==> src/rtl/dlc_pkg.sv <==
`timescale 1ns/1ps
package dlc_pkg;
  localparam int WORD_W     = 32;
  localparam int LANES      = WORD_W / 8;
  localparam int DESC_WORDS = 6;
  localparam logic [WORD_W-1:0] CHAIN_END = 32'hFFFF_F800;

  // word order inside a descriptor (fetch order matters)
  localparam int IX_CFG  = 0;
  localparam int IX_SRC  = 1;
  localparam int IX_DST  = 2;
  localparam int IX_CNT  = 3;
  localparam int IX_PARM = 4;
  localparam int IX_NEXT = 5;

  typedef enum logic [3:0] {
    ST_IDLE, ST_FETCH_REQ, ST_FETCH_RSP, ST_SETUP, ST_GATE,
    ST_RD_REQ, ST_RD_RSP, ST_WR_REQ, ST_GAP, ST_DONE
  } eng_state_t;

  typedef struct packed {
    logic [1:0] width_code;
    logic [1:0] burst_code;
    logic       hold_addr;
    logic [4:0] req_kind;
  } side_cfg_t;

  function automatic side_cfg_t unpack_dst(input logic [WORD_W-1:0] c);
    return {c[26:25], c[23:22], c[21], c[20:16]};
  endfunction

  function automatic side_cfg_t unpack_src(input logic [WORD_W-1:0] c);
    return {c[10:9], c[7:6], c[5], c[4:0]};
  endfunction

  // element size in bytes; the 64-bit code is carried on a 32-bit port
  function automatic logic [2:0] unit_bytes(input logic [1:0] code);
    case (code)
      2'd0:    return 3'd1;
      2'd1:    return 3'd2;
      default: return 3'd4;
    endcase
  endfunction

  function automatic logic [4:0] burst_len(input logic [1:0] code);
    case (code)
      2'd0:    return 5'd1;
      2'd1:    return 5'd4;
      2'd2:    return 5'd8;
      default: return 5'd16;
    endcase
  endfunction

  function automatic logic [2:0] min_bytes(input logic [2:0] a, input logic [2:0] b);
    return (a < b) ? a : b;
  endfunction

  function automatic logic [4:0] min_beats(input logic [4:0] a, input logic [4:0] b);
    return (a < b) ? a : b;
  endfunction

  // bytes moved by the coming beat
  function automatic logic [2:0] beat_size(input logic [2:0] elem, input logic [WORD_W-1:0] left);
    return (left < WORD_W'(elem)) ? left[2:0] : elem;
  endfunction

  function automatic logic [WORD_W-1:0] lane_shift(input logic [WORD_W-1:0] w,
                                                   input logic [1:0] from_l,
                                                   input logic [1:0] to_l);
    logic [WORD_W-1:0] t;
    t = w >> {from_l, 3'b000};
    return t << {to_l, 3'b000};
  endfunction

  function automatic logic [LANES-1:0] lane_strobe(input logic [2:0] n, input logic [1:0] at);
    logic [2*LANES-1:0] m;
    m = {LANES'(0), LANES'((5'd1 << n) - 5'd1)};
    m = m << at;
    return m[LANES-1:0];
  endfunction
endpackage

==> src/rtl/dlc_ctrl.sv <==
`timescale 1ns/1ps
module dlc_ctrl #(
  parameter int AW = 32
) (
  input  logic          clk,
  input  logic          rst_n,
  input  logic          we,
  input  logic          sel,
  input  logic [AW-1:0] wdata,
  input  logic          finish,
  output logic          run,
  output logic          start_evt,
  output logic          stop_evt,
  output logic [AW-1:0] base_addr
);
  logic run_write;

  assign run_write = we && !sel;
  assign start_evt = run_write && wdata[0] && !run;
  assign stop_evt  = run_write && !wdata[0];

  always_ff @(posedge clk or negedge rst_n) begin
    if (!rst_n) begin
      run       <= 1'b0;
      base_addr <= '0;
    end else begin
      if (we && sel) base_addr <= {wdata[AW-1:2], 2'b00};
      if (run_write)   run <= wdata[0];
      else if (finish) run <= 1'b0;
    end
  end

  assert_start_sets_run_R2: assert property (@(posedge clk) disable iff (!rst_n)
    start_evt |=> run);
  assert_stop_clears_run_R11: assert property (@(posedge clk) disable iff (!rst_n)
    stop_evt |=> !run);
endmodule

==> src/rtl/dlc_desc_store.sv <==
`timescale 1ns/1ps
module dlc_desc_store #(
  parameter int WORDS = 6,
  parameter int W     = 32,
  localparam int IW   = $clog2(WORDS)
) (
  input  logic                    clk,
  input  logic                    rst_n,
  input  logic                    wr,
  input  logic [IW-1:0]           idx,
  input  logic [W-1:0]            wdata,
  output logic [WORDS-1:0][W-1:0] words
);
  for (genvar g = 0; g < WORDS; g++) begin : g_word
    always_ff @(posedge clk or negedge rst_n) begin
      if (!rst_n)                       words[g] <= '0;
      else if (wr && idx == IW'(g))     words[g] <= wdata;
    end
  end
endmodule

==> src/rtl/dlc_gap_timer.sv <==
`timescale 1ns/1ps
module dlc_gap_timer #(
  parameter int W = 8
) (
  input  logic         clk,
  input  logic         rst_n,
  input  logic         load,
  input  logic [W-1:0] val,
  input  logic         tick,
  output logic         expired
);
  logic [W-1:0] cnt;

  always_ff @(posedge clk or negedge rst_n) begin
    if (!rst_n)                   cnt <= '0;
    else if (load)                cnt <= val;
    else if (tick && cnt != '0)   cnt <= cnt - 1'b1;
  end

  assign expired = (cnt <= W'(1));
endmodule

==> src/rtl/dlc_chan_top.sv <==
`timescale 1ns/1ps
module dlc_chan_top
  import dlc_pkg::*;
#(
  parameter int WAIT_W = 8,
  parameter int BEAT_W = 5
) (
  input  logic        clk,
  input  logic        rst_n,
  input  logic        ctl_we,
  input  logic        ctl_sel,
  input  logic [31:0] ctl_wdata,
  input  logic        src_rdy,
  input  logic        dst_rdy,
  output logic        mem_req,
  output logic        mem_we,
  output logic [31:0] mem_addr,
  output logic [31:0] mem_wdata,
  output logic [3:0]  mem_be,
  input  logic        mem_gnt,
  input  logic        mem_rvalid,
  input  logic [31:0] mem_rdata,
  output logic        pkg_done,
  output logic        run_o,
  output logic [31:0] cur_src_o,
  output logic [31:0] cur_dst_o,
  output logic [31:0] bytes_left_o
);
  localparam int IDX_W = $clog2(DESC_WORDS);

  eng_state_t st;
  logic [WORD_W-1:0] ptr, src_a, dst_a, left, rbuf;
  logic [IDX_W-1:0]  idx;
  logic [BEAT_W-1:0] beat_no;
  logic [DESC_WORDS-1:0][WORD_W-1:0] dw;
  side_cfg_t s_cfg, d_cfg;
  logic [2:0] elem, nb;
  logic [4:0] blen;
  logic [WAIT_W-1:0] wait_val;

  // named events for assertions
  logic start_evt, stop_evt, finish_evt, base_unused;
  logic [WORD_W-1:0] base_addr;
  logic fetch_fire, rd_fire, wr_fire, fetch_last, last_beat, burst_end;
  logic chain_end, side_ready, gap_load, gap_tick, gap_expired, desc_wr;

  dlc_ctrl #(.AW(WORD_W)) u_ctrl (
    .clk(clk), .rst_n(rst_n), .we(ctl_we), .sel(ctl_sel), .wdata(ctl_wdata),
    .finish(finish_evt), .run(run_o), .start_evt(start_evt), .stop_evt(stop_evt),
    .base_addr(base_addr)
  );

  dlc_desc_store #(.WORDS(DESC_WORDS), .W(WORD_W)) u_desc (
    .clk(clk), .rst_n(rst_n), .wr(desc_wr), .idx(idx), .wdata(mem_rdata), .words(dw)
  );

  dlc_gap_timer #(.W(WAIT_W)) u_gap (
    .clk(clk), .rst_n(rst_n), .load(gap_load), .val(wait_val), .tick(gap_tick),
    .expired(gap_expired)
  );

  assign base_unused = |base_addr[1:0];
  assign s_cfg    = unpack_src(dw[IX_CFG]);
  assign d_cfg    = unpack_dst(dw[IX_CFG]);
  assign elem     = min_bytes(unit_bytes(s_cfg.width_code), unit_bytes(d_cfg.width_code));
  assign blen     = min_beats(burst_len(s_cfg.burst_code), burst_len(d_cfg.burst_code));
  assign nb       = beat_size(elem, left);
  assign wait_val = dw[IX_PARM][WAIT_W-1:0];
  assign chain_end = (dw[IX_NEXT] == CHAIN_END);
  assign side_ready = (s_cfg.req_kind == 5'd0 || src_rdy) &&
                      (d_cfg.req_kind == 5'd0 || dst_rdy);

  // memory port
  assign mem_req = (st == ST_FETCH_REQ) || (st == ST_RD_REQ) || (st == ST_WR_REQ);
  assign mem_we  = (st == ST_WR_REQ);
  always_comb begin
    case (st)
      ST_FETCH_REQ: mem_addr = ptr + (WORD_W'(idx) << 2);
      ST_RD_REQ:    mem_addr = {src_a[WORD_W-1:2], 2'b00};
      ST_WR_REQ:    mem_addr = {dst_a[WORD_W-1:2], 2'b00};
      default:      mem_addr = '0;
    endcase
  end
  assign mem_wdata = lane_shift(rbuf, src_a[1:0], dst_a[1:0]);
  assign mem_be    = mem_we ? lane_strobe(nb, dst_a[1:0]) : {LANES{1'b1}};

  assign fetch_fire = (st == ST_FETCH_REQ) && mem_gnt;
  assign rd_fire    = (st == ST_RD_REQ) && mem_gnt;
  assign wr_fire    = (st == ST_WR_REQ) && mem_gnt;
  assign desc_wr    = (st == ST_FETCH_RSP) && mem_rvalid && !stop_evt;
  assign fetch_last = (idx == IDX_W'(DESC_WORDS - 1));
  assign last_beat  = (left == WORD_W'(nb));
  assign burst_end  = ((beat_no + 1'b1) == BEAT_W'(blen));
  assign gap_load   = wr_fire && !last_beat && burst_end && (wait_val != '0) && !stop_evt;
  assign gap_tick   = (st == ST_GAP);
  assign pkg_done   = (st == ST_DONE);
  assign finish_evt = (st == ST_DONE) && chain_end;

  assign cur_src_o    = src_a;
  assign cur_dst_o    = dst_a;
  assign bytes_left_o = left;

  always_ff @(posedge clk or negedge rst_n) begin
    if (!rst_n) begin
      st      <= ST_IDLE;
      ptr     <= '0;
      src_a   <= '0;
      dst_a   <= '0;
      left    <= '0;
      rbuf    <= '0;
      idx     <= '0;
      beat_no <= '0;
    end else if (stop_evt) begin
      st <= ST_IDLE;
    end else begin
      case (st)
        ST_IDLE: if (start_evt) begin
          ptr <= base_addr;
          idx <= '0;
          st  <= ST_FETCH_REQ;
        end
        ST_FETCH_REQ: if (fetch_fire) st <= ST_FETCH_RSP;
        ST_FETCH_RSP: if (mem_rvalid) begin
          if (fetch_last) st <= ST_SETUP;
          else begin
            idx <= idx + 1'b1;
            st  <= ST_FETCH_REQ;
          end
        end
        ST_SETUP: begin
          src_a   <= dw[IX_SRC];
          dst_a   <= dw[IX_DST];
          left    <= dw[IX_CNT];
          beat_no <= '0;
          st      <= (dw[IX_CNT] == '0) ? ST_DONE : ST_GATE;
        end
        ST_GATE:   if (side_ready) st <= ST_RD_REQ;
        ST_RD_REQ: if (rd_fire) st <= ST_RD_RSP;
        ST_RD_RSP: if (mem_rvalid) begin
          rbuf <= mem_rdata;
          st   <= ST_WR_REQ;
        end
        ST_WR_REQ: if (wr_fire) begin
          left <= left - WORD_W'(nb);
          if (!s_cfg.hold_addr) src_a <= src_a + WORD_W'(nb);
          if (!d_cfg.hold_addr) dst_a <= dst_a + WORD_W'(nb);
          if (last_beat) st <= ST_DONE;
          else if (burst_end) begin
            beat_no <= '0;
            st      <= (wait_val != '0) ? ST_GAP : ST_GATE;
          end else begin
            beat_no <= beat_no + 1'b1;
            st      <= ST_RD_REQ;
          end
        end
        ST_GAP: if (gap_expired) st <= ST_GATE;
        ST_DONE: begin
          if (!chain_end) begin
            ptr <= dw[IX_NEXT];
            idx <= '0;
            st  <= ST_FETCH_REQ;
          end else st <= ST_IDLE;
        end
        default: st <= ST_IDLE;
      endcase
    end
  end

  // ---------------- assertions ----------------
  assert_req_hold_R12: assert property (@(posedge clk) disable iff (!rst_n)
    (mem_req && !mem_gnt && !stop_evt) |=> (mem_req && $stable(mem_addr) && $stable(mem_we)));

  assert_word_aligned_R5: assert property (@(posedge clk) disable iff (!rst_n)
    mem_req |-> (mem_addr[1:0] == 2'b00));

  assert_left_tracks_be_R6: assert property (@(posedge clk) disable iff (!rst_n)
    (wr_fire && !stop_evt) |=> (left == $past(left) - 32'($countones($past(mem_be)))));

  assert_done_single_R9: assert property (@(posedge clk) disable iff (!rst_n)
    pkg_done |=> !pkg_done);

  assert_stop_quiet_R11: assert property (@(posedge clk) disable iff (!rst_n)
    stop_evt |=> (!mem_req && !pkg_done));

  assert_hold_dst_R4: assert property (@(posedge clk) disable iff (!rst_n)
    (wr_fire && d_cfg.hold_addr && !stop_evt) |=> $stable(dst_a));

  assert_end_idles_R10: assert property (@(posedge clk) disable iff (!rst_n)
    (pkg_done && chain_end && !stop_evt && !ctl_we) |=> !run_o);

  assert_gate_ready_R8: assert property (@(posedge clk) disable iff (!rst_n)
    ((st == ST_GATE) && !side_ready && !stop_evt) |=> !mem_req);
endmodule

==> config.mk <==
export PLATFORM = sky130hd
export DESIGN_NAME = dlc_chan_top
export DESIGN_NICKNAME = d
export VERILOG_FILES = /design/src/rtl/dlc_pkg.sv /design/src/rtl/dlc_ctrl.sv /design/src/rtl/dlc_desc_store.sv /design/src/rtl/dlc_gap_timer.sv /design/src/rtl/dlc_chan_top.sv
export SDC_FILE = /design/constraint.sdc
export NUM_CORES = 1
export LEC_CHECK = 0
export BUFFER_PORTS_ARGS = -buffer_cell sky130_fd_sc_hd__clkbuf_2
export CAP_MARGIN = 10
export CORE_UTILIZATION = 53
export CTS_CLUSTER_SIZE = 8
export DETAILED_ROUTE_END_ITERATION = 7
export PLACE_DENSITY_LB_ADDON = 0.05
export SETUP_SLACK_MARGIN = 0.02
export SLEW_MARGIN = 10
export SYNTH_ARGS = -nofsm -noshare
export SYNTH_HDL_FRONTEND = slang
export SYNTH_SLANG_ARGS = --single-unit
export TNS_END_PERCENT = 50
==> constraint.sdc <==
create_clock -name clk -period 4.1 [get_ports clk]
set_clock_uncertainty 0.1 [all_clocks]
set_input_delay 0.82 -clock clk [delete_from_list [all_inputs] [get_ports clk]]
set_output_delay 0.82 -clock clk [all_outputs]
set_load 0.03 [all_outputs]
# ---- Word level (Yosys, flattened, before mapping)
# Index checks and enable logic that the tools add are counted.
dict set report word_totals {
  reg_bits 374
  inputBits 72
  out_inout_bits 168
  wordCells 178
}
dict set report op_classes {
  addsub 8
  magnitude_cmp 4
  n_eq_ne 39
  shifts 4
  n_mux 49
  bitwise 1
  n_reduce_logical 56
}
# op n
set op_table {}
lappend op_table {{32-bit one-hot mux with 2 select lines} 4}
lappend op_table {{32-bit two-way mux} 7}
lappend op_table {{32-bit one-hot mux with 3 select lines} 1}
lappend op_table {{32-bit by 3-bit adder with 32-bit output} 2}
lappend op_table {{4-bit two-way mux} 14}
lappend op_table {{4-bit one-hot mux with 10 select lines} 1}
lappend op_table {{32-bit by 5-bit adder with 32-bit output} 1}
lappend op_table {{32-bit by 3-bit equality test with 1-bit output} 1}
lappend op_table {{32-bit equality test, second input constant} 1}
lappend op_table {{32-bit zero test} 1}
lappend op_table {{32-bit by 3-bit < comparator with 1-bit output} 1}
lappend op_table {{32-bit by 5-bit left shift with 32-bit output} 1}
lappend op_table {{32-bit by 5-bit right shift with 32-bit output} 1}
lappend op_table {{32-bit by 3-bit subtractor with 32-bit output} 1}
lappend op_table {{5-bit one-hot mux with 3 select lines} 2}
lappend op_table {{1-bit logical AND} 23}
lappend op_table {{3-bit inequality test, second input constant} 7}
lappend op_table {{5-bit two-way mux} 4}
lappend op_table {{3-bit two-way mux} 6}
lappend op_table {{4-bit by 3-bit equality test with 1-bit output, second input constant} 4}
lappend op_table {{8-bit two-way mux} 2}
lappend op_table {{4-bit AND reduction} 4}
lappend op_table {{8-bit nonzero test} 2}
lappend op_table {{2-bit inequality test, second input constant} 7}
lappend op_table {{37 further kinds} 63}

# ---- Logic depth before layout (Yosys ltp)
# Gate-level depths: netlist (run 1).
dict set report depth {
  word_depth 13
  depth_mapped 19
  ltp_nobuf 18
}

# ---- By module
# From an unflattened synthesis (run 1), not the netlist that was laid out.
dict set report hier_totals {
  hier_cells 2103
  area_unflattened_um2 21516.9
}
# module instances cells_per_inst area_per_inst_um2 seq_area_each_um2
set by_module_without_submodules {}
lappend by_module_without_submodules {dlc_chan_top 1 1552 12321.8 4304.1}
lappend by_module_without_submodules {dlc_desc_store 1 412 7300.8 4804.6}
lappend by_module_without_submodules {dlc_ctrl 1 73 1317.5 775.7}
lappend by_module_without_submodules {dlc_gap_timer 1 66 576.8 200.2}

# ---- Least setup slack after synthesis (run 1)
# Ideal clock, no wire load.
dict set report synth_timing {
  kind {flip-flop to output port}
  start {register left[18] (netlist: bytes_left_o[18])}
  end {output port mem_be[3]}
  arrival_ps 3745
  slack_ps -565
  stages_incl_launch_ff 11
  cell_sequence {dfrtp_1 > or4_4 > or3_4 > or2_0 > a311o_1 > o21ai_0 > nand3_1 > ha_1 > or3_1 > a31o_1 > a32oi_1}
}
dict set report synth_between {
  elab_chain_cells 6
}
# item line_no
set synth_lines {}
lappend synth_lines {{start, declared} dlc_chan_top.sv:32} ;# logic [WORD_W-1:0] ptr, src_a, dst_a, left, rbuf;
lappend synth_lines {{start signal, assigned} dlc_chan_top.sv:133} ;# left <= dw[IX_CNT];
lappend synth_lines {{start signal, assigned} dlc_chan_top.sv:144} ;# left <= left - WORD_W'(nb);
lappend synth_lines {{32-bit by 3-bit < comparator with 1-bit output} dlc_pkg.sv:64} ;# return (left < WORD_W'(elem)) ? left[2:0] : elem;
lappend synth_lines {{3-bit two-way mux} dlc_pkg.sv:64}
lappend synth_lines {{1-bit by 3-bit left shift with 4-bit output} dlc_pkg.sv:77} ;# m = {LANES'(0), LANES'((5'd1 << n) - 5'd1)};
lappend synth_lines {{4-bit by 1-bit subtractor with 4-bit output} dlc_pkg.sv:77}
lappend synth_lines {{4-bit by 2-bit left shift with 4-bit output} dlc_pkg.sv:78} ;# m = m << at;
lappend synth_lines {{4-bit two-way mux} dlc_chan_top.sv:85} ;# assign mem_be = mem_we ? lane_strobe(nb, dst_a[1:0]) : {LANES{1'b1}};
lappend synth_lines {{end, declared} dlc_chan_top.sv:19} ;# output logic [3:0] mem_be,
# No other way between the ends.

# ---- Final worst setup path (run 1)
# Ends and elaborated chain as after synthesis.

==> impl_metrics.ini, run 1 <==
[status]
status = complete, but fails checks
violations = negative setup slack

[setup_path]
crit_start = bytes_left_o[18]
required_ns = 3.18
timing.critical_path.from_type = flip-flop
rr_startpoint = bytes_left_o[18]
slack_of_the_worst_reg_to_reg_path_ns = -0.09
crit_path_end = mem_be[3]
ff2ff_path_depth = 16
path_class = reg -> out
critical_path_capture_point_type = primary output
data_arrival_time_of_the_critical_path_ns = 4.02
worstPathMaxFanout = 5
r2r_end = cur_src_o[31]

[pwr]
total_power_mw = 18.93
p_leak_nw = 10.97
p_per_area_mw_per_mm2 = 793.3
max-vdd-ir-drop_uv = 400.6

[logic_synthesis]
ys_seq_elements = 367
synthTopCellsByArea = sky130_fd_sc_hd__dfrtp_1 47%, sky130_fd_sc_hd__mux2_2 13%, sky130_fd_sc_hd__o21ai_0 5.0%
sequential_fraction_of_the_synthesis_area = 0.4682
synth_nets = 2110
synth_edf_count = 0
synth_ff_type = sky130_fd_sc_hd__dfrtp_1
synthesis.area_mm2 = 0.01962
synth_largest_type_area_fraction = 0.4682
synth_area_leader_cell = sky130_fd_sc_hd__dfrtp_1
asyncSetResetFlopFracSynth = 1.000
gate_count_after_technology_mapping = 2005
synthDistinctLibCells = 76
synth_area_per_cell_um2 = 9.783
synth-warning-count = 0

[floorplan]
floorplan.die.width_um = 194.4
die_h_um = 194.4
initial_core_util = 0.5371
die_area_mm2 = 0.03778
floorplan.rows = 70
core_area_mm2 = 0.03652
io_pins = 240

[drt]
route.detailed.vias_per_inst = 6.192
totalWireLength_um = 59670
detail_route.drc_violations = 0
dr_total_vias = 17180
detailedRoute.firstPassIterationCount = 5
drt_iter0_markers = 1416
wl_per_cell_um = 21.50
drt.antenna.violating_nets = 0

[place]
post-place-cells = 2704
detailed_place.area_mm2 = 0.02200
dp_hpwl_um = 42340
gp_congestion = 0.8887
placement.io_buffers = 238

[clocking]
tritoncts = yes
cts_made_buffers = 51
clk-insertion-delay-late_ns = 0.58
ctsHtreeMaxLevel = 2
worst_setup_hold_path_clk_slew_ns = 0.06
number_of_hold_buffers_added_after_cts = 0
max-clock-path-buffers = 3
cts.root.buffer_cell = sky130_fd_sc_hd__clkbuf_16
tritoncts_num_sinks = 367

[layout]
areaGrowthSynthToFinish_pct = 21.66
layout_cell_share_with_drive_strength_beyond_1 = 0.3265
nets = 2408
fin_area_mm2 = 0.02386
multiInputGateArea_mm2 = 0.01033
post_layout_nonfiller_instances = 2775
regArea_mm2 = 0.009189
fillers = 2995

[timing]
holdWs_ns = 0.1546
final.setup.worst_slack_ns = -0.8410
final.min_clock_period_ns = 4.941
final_hold_viol_count = 0
endpoints_failing_setup = 10
period_share = 1.205
worst_tran_pin_value_ns = 0.9373
relSlewSlack = 0.3736
max_clock_freq_mhz = 202.4
unrepaired_setup_endpoints_after_global_routing = yes
max_slew_vio_count = 0

[global_route]
globalRoute.totalOverflow = 0
total_grt_usage = 0.3169
grt_pass1_vias = 16720
grt_max_degree = 91
antenna_found_initial = 5
grt_pass1_wl_um = 93500

[run]
max_cap_viol_count = 0

[hold_path]
hold_path.class = in -> async
==> power by group <==
group,switching (mW),total [mW],internal [mW]
Clock,1.49,3.74,2.25
Combinational,5.88,9.33,3.45
Sequential,1.25,5.86,4.60
Total,8.63,18.9,10.3
==> per-stage QoR <==
stage / utilization / setup WS [ns] / setup TNS [ns]
2_1_floorplan: - / -0.1994 / -0.2556
3_3_place_gp: 0.6025 / -0.2676 / -1.023
3_5_place_dp: 0.6025 / -0.2790 / -2.068
4_1_cts: 0.6454 / -0.8080 / -2.254
5_1_grt: 0.6533 / -0.9315 / -5.294
6_report: 0.6534 / -0.8410 / -2.389
==> layer usage <==
layer  track usage  share of wire
met5             0              0
met4        0.1114          0.031
met3       0.04633          0.065
met2        0.5153           0.47
met1        0.4340           0.43
==> timing repair <==
action,in CTS,in global routing
pin swaps,9,27
setup buffers,6,12
resized for setup,54,64
endpoints found under the setup margin,46,83
==> registers in the layout, indices dropped and copies added, names as in the netlist <==
register          flops
bytes_left_o         32
cur_dst_o            32
u_gap.cnt             8
cur_src_o            32
u_ctrl.run            1
u_ctrl.base_addr     30
u_desc.words        156
beat_no               5
idx                   3
ptr                  32
st                    4
rbuf                 32
==> kinds of logic after synthesis <==
| group | synth area share |
|---|---|
| and+or+nand+nor | 0.1464 |
| muxes | 0.1574 |
| xor gates and xnor gates | 0.01607 |
| buffers and inverters | 0.03011 |
| DFF | 0.4682 |
| AOI/OAI and AO/OA | 0.1593 |
| adders and majority gates | 0.02258 |
==> cells in the mapped netlist (3+ instances only) <==
cell type and count:
sky130_fd_sc_hd__a211oi_1 4, sky130_fd_sc_hd__a21o_1 11, sky130_fd_sc_hd__a21oi_1 161, sky130_fd_sc_hd__a221oi_1 8, sky130_fd_sc_hd__a22o_1 3, sky130_fd_sc_hd__a22oi_1 37, sky130_fd_sc_hd__a2bb2oi_1 3, sky130_fd_sc_hd__a31oi_1 15
sky130_fd_sc_hd__a32oi_1 5, sky130_fd_sc_hd__and2_1 5, sky130_fd_sc_hd__and3_1 27, sky130_fd_sc_hd__and4_1 8, sky130_fd_sc_hd__buf_1 21, sky130_fd_sc_hd__buf_2 4, sky130_fd_sc_hd__clkbuf_1 96, sky130_fd_sc_hd__dfrtp_1 367
sky130_fd_sc_hd__fa_1 4, sky130_fd_sc_hd__ha_1 29, sky130_fd_sc_hd__inv_1 30, sky130_fd_sc_hd__mux2_2 231, sky130_fd_sc_hd__mux2i_1 47, sky130_fd_sc_hd__nand2_1 215, sky130_fd_sc_hd__nand2b_1 10, sky130_fd_sc_hd__nand3_1 54
sky130_fd_sc_hd__nand4_1 22, sky130_fd_sc_hd__nor2_1 139, sky130_fd_sc_hd__nor2b_1 15, sky130_fd_sc_hd__nor3_1 39, sky130_fd_sc_hd__nor3_2 3, sky130_fd_sc_hd__nor4_1 24, sky130_fd_sc_hd__o211ai_1 10, sky130_fd_sc_hd__o21ai_0 195
sky130_fd_sc_hd__o22ai_1 37, sky130_fd_sc_hd__o2bb2ai_1 3, sky130_fd_sc_hd__o31ai_1 6, sky130_fd_sc_hd__o32ai_1 6, sky130_fd_sc_hd__o41a_1 3, sky130_fd_sc_hd__or2_2 7, sky130_fd_sc_hd__or3_1 13, sky130_fd_sc_hd__or4_1 7
sky130_fd_sc_hd__xnor2_1 16, sky130_fd_sc_hd__xor2_1 20
==> how the worst min path moves through the flow <==
stage	startpoint	to	slack (ns)	depth (start not counted)
floorplan	ptr[0]	ptr[0]	0.34	2
global placement	ptr[1]	ptr[1]	0.36	2
detailed placement	ptr[0]	ptr[0]	0.37	2
CTS	rst_n	bytes_left_o[16]	0.17	1
global route	rst_n	bytes_left_o[16]	0.22	1
finish	rst_n	bytes_left_o[16]	0.15	1
==> final cells by class <==
type,instances,share of cell area
Antenna cell,1,0.0001049
Clock buffer,56,0.05605
Timing Repair Buffer,367,0.09605
Tap cell,468,0.02454
Multi-Input combinational cell,1484,0.4330
Inverter,32,0.005243
Sequential cell,367,0.3850
==> cell usage in the layout (no fill, tap or decap), types with 16 or more instances in the layout <==
cell / n
sky130_fd_sc_hd__dfrtp_1: 363
sky130_fd_sc_hd__mux2_2: 231
sky130_fd_sc_hd__clkbuf_2: 228
sky130_fd_sc_hd__nand2_1: 208
sky130_fd_sc_hd__o21ai_0: 182
sky130_fd_sc_hd__a21oi_1: 154
sky130_fd_sc_hd__nor2_1: 128
sky130_fd_sc_hd__buf_4: 120
sky130_fd_sc_hd__clkbuf_16: 53
sky130_fd_sc_hd__nand3_1: 50
sky130_fd_sc_hd__mux2i_1: 46
sky130_fd_sc_hd__a22oi_1: 37
sky130_fd_sc_hd__o22ai_1: 37
sky130_fd_sc_hd__nor3_1: 31
sky130_fd_sc_hd__inv_1: 28
sky130_fd_sc_hd__ha_1: 25
sky130_fd_sc_hd__and3_1: 24
sky130_fd_sc_hd__nand4_1: 22
sky130_fd_sc_hd__xor2_1: 20
sky130_fd_sc_hd__nor4_1: 20
sky130_fd_sc_hd__xnor2_1: 16
==> worst max-delay path, cell delays in order, from the launching register on <==
cell                      delay [ns]
sky130_fd_sc_hd__dfrtp_2        0.39
sky130_fd_sc_hd__or4_4          0.55
sky130_fd_sc_hd__or3_4          0.35
sky130_fd_sc_hd__or2_1          0.23
sky130_fd_sc_hd__a311o_2        0.39
sky130_fd_sc_hd__a21oi_2        0.23
sky130_fd_sc_hd__nand3_2        0.13
sky130_fd_sc_hd__ha_4           0.18
sky130_fd_sc_hd__or3_4          0.38
sky130_fd_sc_hd__a31o_1         0.24
sky130_fd_sc_hd__a32oi_4        0.21
sky130_fd_sc_hd__buf_8          0.16
(Power assumes the default switching activity.)
==> run 2, diff against run 1 <==
PLACE_DENSITY = 0.87   (was default)
PLACE_DENSITY_LB_ADDON = default   (was 0.05)
SETUP_SLACK_MARGIN = 0.05   (was 0.02)
SKIP_LAST_GASP = 1   (was default)
==> run 2 against run 1 <==
- the flow still finishes with violations (negative setup slack)
- clock-buffer cell count down 2
- via count up 5.2%
- total power up 1.5%
- flip-flop and latch count unchanged
- worst setup slack worse by 0.053 ns
- non-clock buffer count down 4
- first-iteration DRC count up 45%
- final cell count down 0.11%
- register-to-register slack worse by 0.20 ns
- critical path type unchanged
==> impl_metrics.ini, run 2 (synthesized netlist as in run 1, its figures left out) <==
[floorplan]
floorplan.rows = 70
floorplan.die.width_um = 194.4
die_h_um = 194.4
io_pins = 240
initial_core_util = 0.5371
core_area_mm2 = 0.03652
die_area_mm2 = 0.03778

[drt]
drt_iter0_markers = 2055
dr_total_vias = 18080
detailedRoute.firstPassIterationCount = 6
totalWireLength_um = 62860
wl_per_cell_um = 22.68
detail_route.drc_violations = 0
route.detailed.vias_per_inst = 6.521
drt.antenna.violating_nets = 0

[layout]
layout.cells.most_common_list = 364 x sky130_fd_sc_hd__dfrtp_1, 231 x sky130_fd_sc_hd__mux2_2, 231 x sky130_fd_sc_hd__clkbuf_2
regMostFlops = u_desc.words
layout.cells.most_common = sky130_fd_sc_hd__dfrtp_1
regArea_mm2 = 0.009188
fillers = 2647
multiInputGateArea_mm2 = 0.01037
nets = 2404
post_layout_nonfiller_instances = 2772
areaGrowthSynthToFinish_pct = 21.76
layout_cell_share_with_drive_strength_beyond_1 = 0.3291
largest_reg_flops = 156

[timing]
worst_tran_pin_value_ns = 1.190
final.min_clock_period_ns = 4.994
final_hold_viol_count = 0
period_share = 1.218
relSlewSlack = 0.2068
max_slew_vio_count = 0
unrepaired_setup_endpoints_after_global_routing = yes
endpoints_failing_setup = 66
final.setup.worst_slack_ns = -0.8936
max_clock_freq_mhz = 200.3

[clocking]
clk-insertion-delay-late_ns = 0.58
tritoncts = yes
cts_made_buffers = 51
cts.root.buffer_cell = sky130_fd_sc_hd__clkbuf_16
number_of_hold_buffers_added_after_cts = 0
max-clock-path-buffers = 3
worst_setup_hold_path_clk_slew_ns = 0.05
ctsHtreeMaxLevel = 2
tritoncts_num_sinks = 367

[setup_path]
ordered_list_of_cells_on_the_worst_path = nor2b_2 > ha_1 > o21a_1 > o21bai_1 > a21o_1 > a311o_2 > buf_4 > buf_6 > nand2_2 > o21ai_2 > nand3_1 > ha_2 > or3_4 > a31o_1 > a32oi_4 > clkbuf_8
critical_path_capture_point_type = primary output
critical_path_cell_with_the_highest_stage_delay = sky130_fd_sc_hd__dfrtp_1
path_class = reg -> out
data_arrival_time_of_the_critical_path_ns = 4.07
timing.critical_path.slowest_cell_delay_ns = 0.44
required_ns = 3.18
timing.critical_path.from_type = flip-flop
ff2ff_path_depth = 20
worstPathMaxFanout = 5

[global_route]
grt_max_degree = 108
total_grt_usage = 0.3261
grt_pass1_wl_um = 97460
globalRoute.totalOverflow = 0
antenna_found_initial = 1
grt_pass1_vias = 17660

[hold_path]
hold_path.class = in -> async

[place]
post-place-cells = 2691
gp_congestion = 0.9804
detailedPlace.worstSlack_ns = -0.3215
placement.io_buffers = 238
dp_hpwl_um = 43260

[run]
max_cap_viol_count = 0

[status]
status = complete, but fails checks
violations = negative setup slack

[pwr]
max-vdd-ir-drop_uv = 458.1
p_leak_nw = 10.97
p_per_area_mw_per_mm2 = 804.5
run 2: where the power goes:
| group | internal, mW | switching, mW | leakage, nW |
|---|---|---|---|
| logic | 3.49 | 6.06 | 5.55 |
| clock network | 2.19 | 1.52 | 0.655 |
| registers | 4.60 | 1.34 | 4.77 |
run 2: path summary, 6_finish.rpt:
kind                                  start  slack [ns]                    to
max                        u_desc.words[10]       -0.89             mem_be[3]
min                                   rst_n        0.18  u_ctrl.base_addr[26]
max reg2reg                bytes_left_o[18]       -0.29         cur_src_o[28]
min reg2reg                          ptr[1]        0.38                ptr[1]
max in group asynchronous             rst_n        2.78     u_desc.words[114]
min in group clk               ctl_wdata[2]        0.37   u_ctrl.base_addr[2]
run 2: layer usage:
metal  part of all wire  track usage
met5                  0            0
met4              0.050       0.1590
met3              0.098      0.06108
met2               0.48       0.5366
met1               0.38       0.4151
run 2: timing repair:
action | 4_1_cts | 5_1_grt
buffers inserted | 10 | 14
gates cloned | 0 | 1
resized for setup | 64 | 65
setup endpoints to repair | 69 | 103
pin swaps | 22 | 44
run 2: layout make-up:
cell class	count	share of cell area
multi-input cells	1484	0.4341
flip-flops and latches	367	0.3847
repair buffers	363	0.09503
clock buffers	54	0.05391
well taps	468	0.02452
inverters	32	0.005343
clock inverters	3	0.002305
diodes	1	0.0001048
run 2: through the flow:
stage | instance area, um^2 | TNS [ns] | total power, mW | hold slack (ns) | utilization
3_5_place_dp | 21910 | -2.056 | 14.60 | 0.3767 | 0.5998
6_report | 23880 | -10.80 | 19.21 | 0.1848 | 0.6540
5_1_grt | 23880 | -18.85 | 20.11 | 0.2738 | 0.6539
2_1_floorplan | 19720 | -0.2430 | 11.51 | 0.3418 | -
4_1_cts | 23560 | -3.252 | 18.68 | 0.2547 | 0.6452
3_3_place_gp | 21910 | -0.8980 | 14.24 | 0.3581 | 0.5998
run 2: worst max-delay path, delay by kind of cell, from the launching register on:
kind,cells,cell delay (ns)
buf+inv,3,0.41
compound gates,7,1.39
fa+ha+maj,2,0.49
simple gates,4,0.75
flops,1,0.44
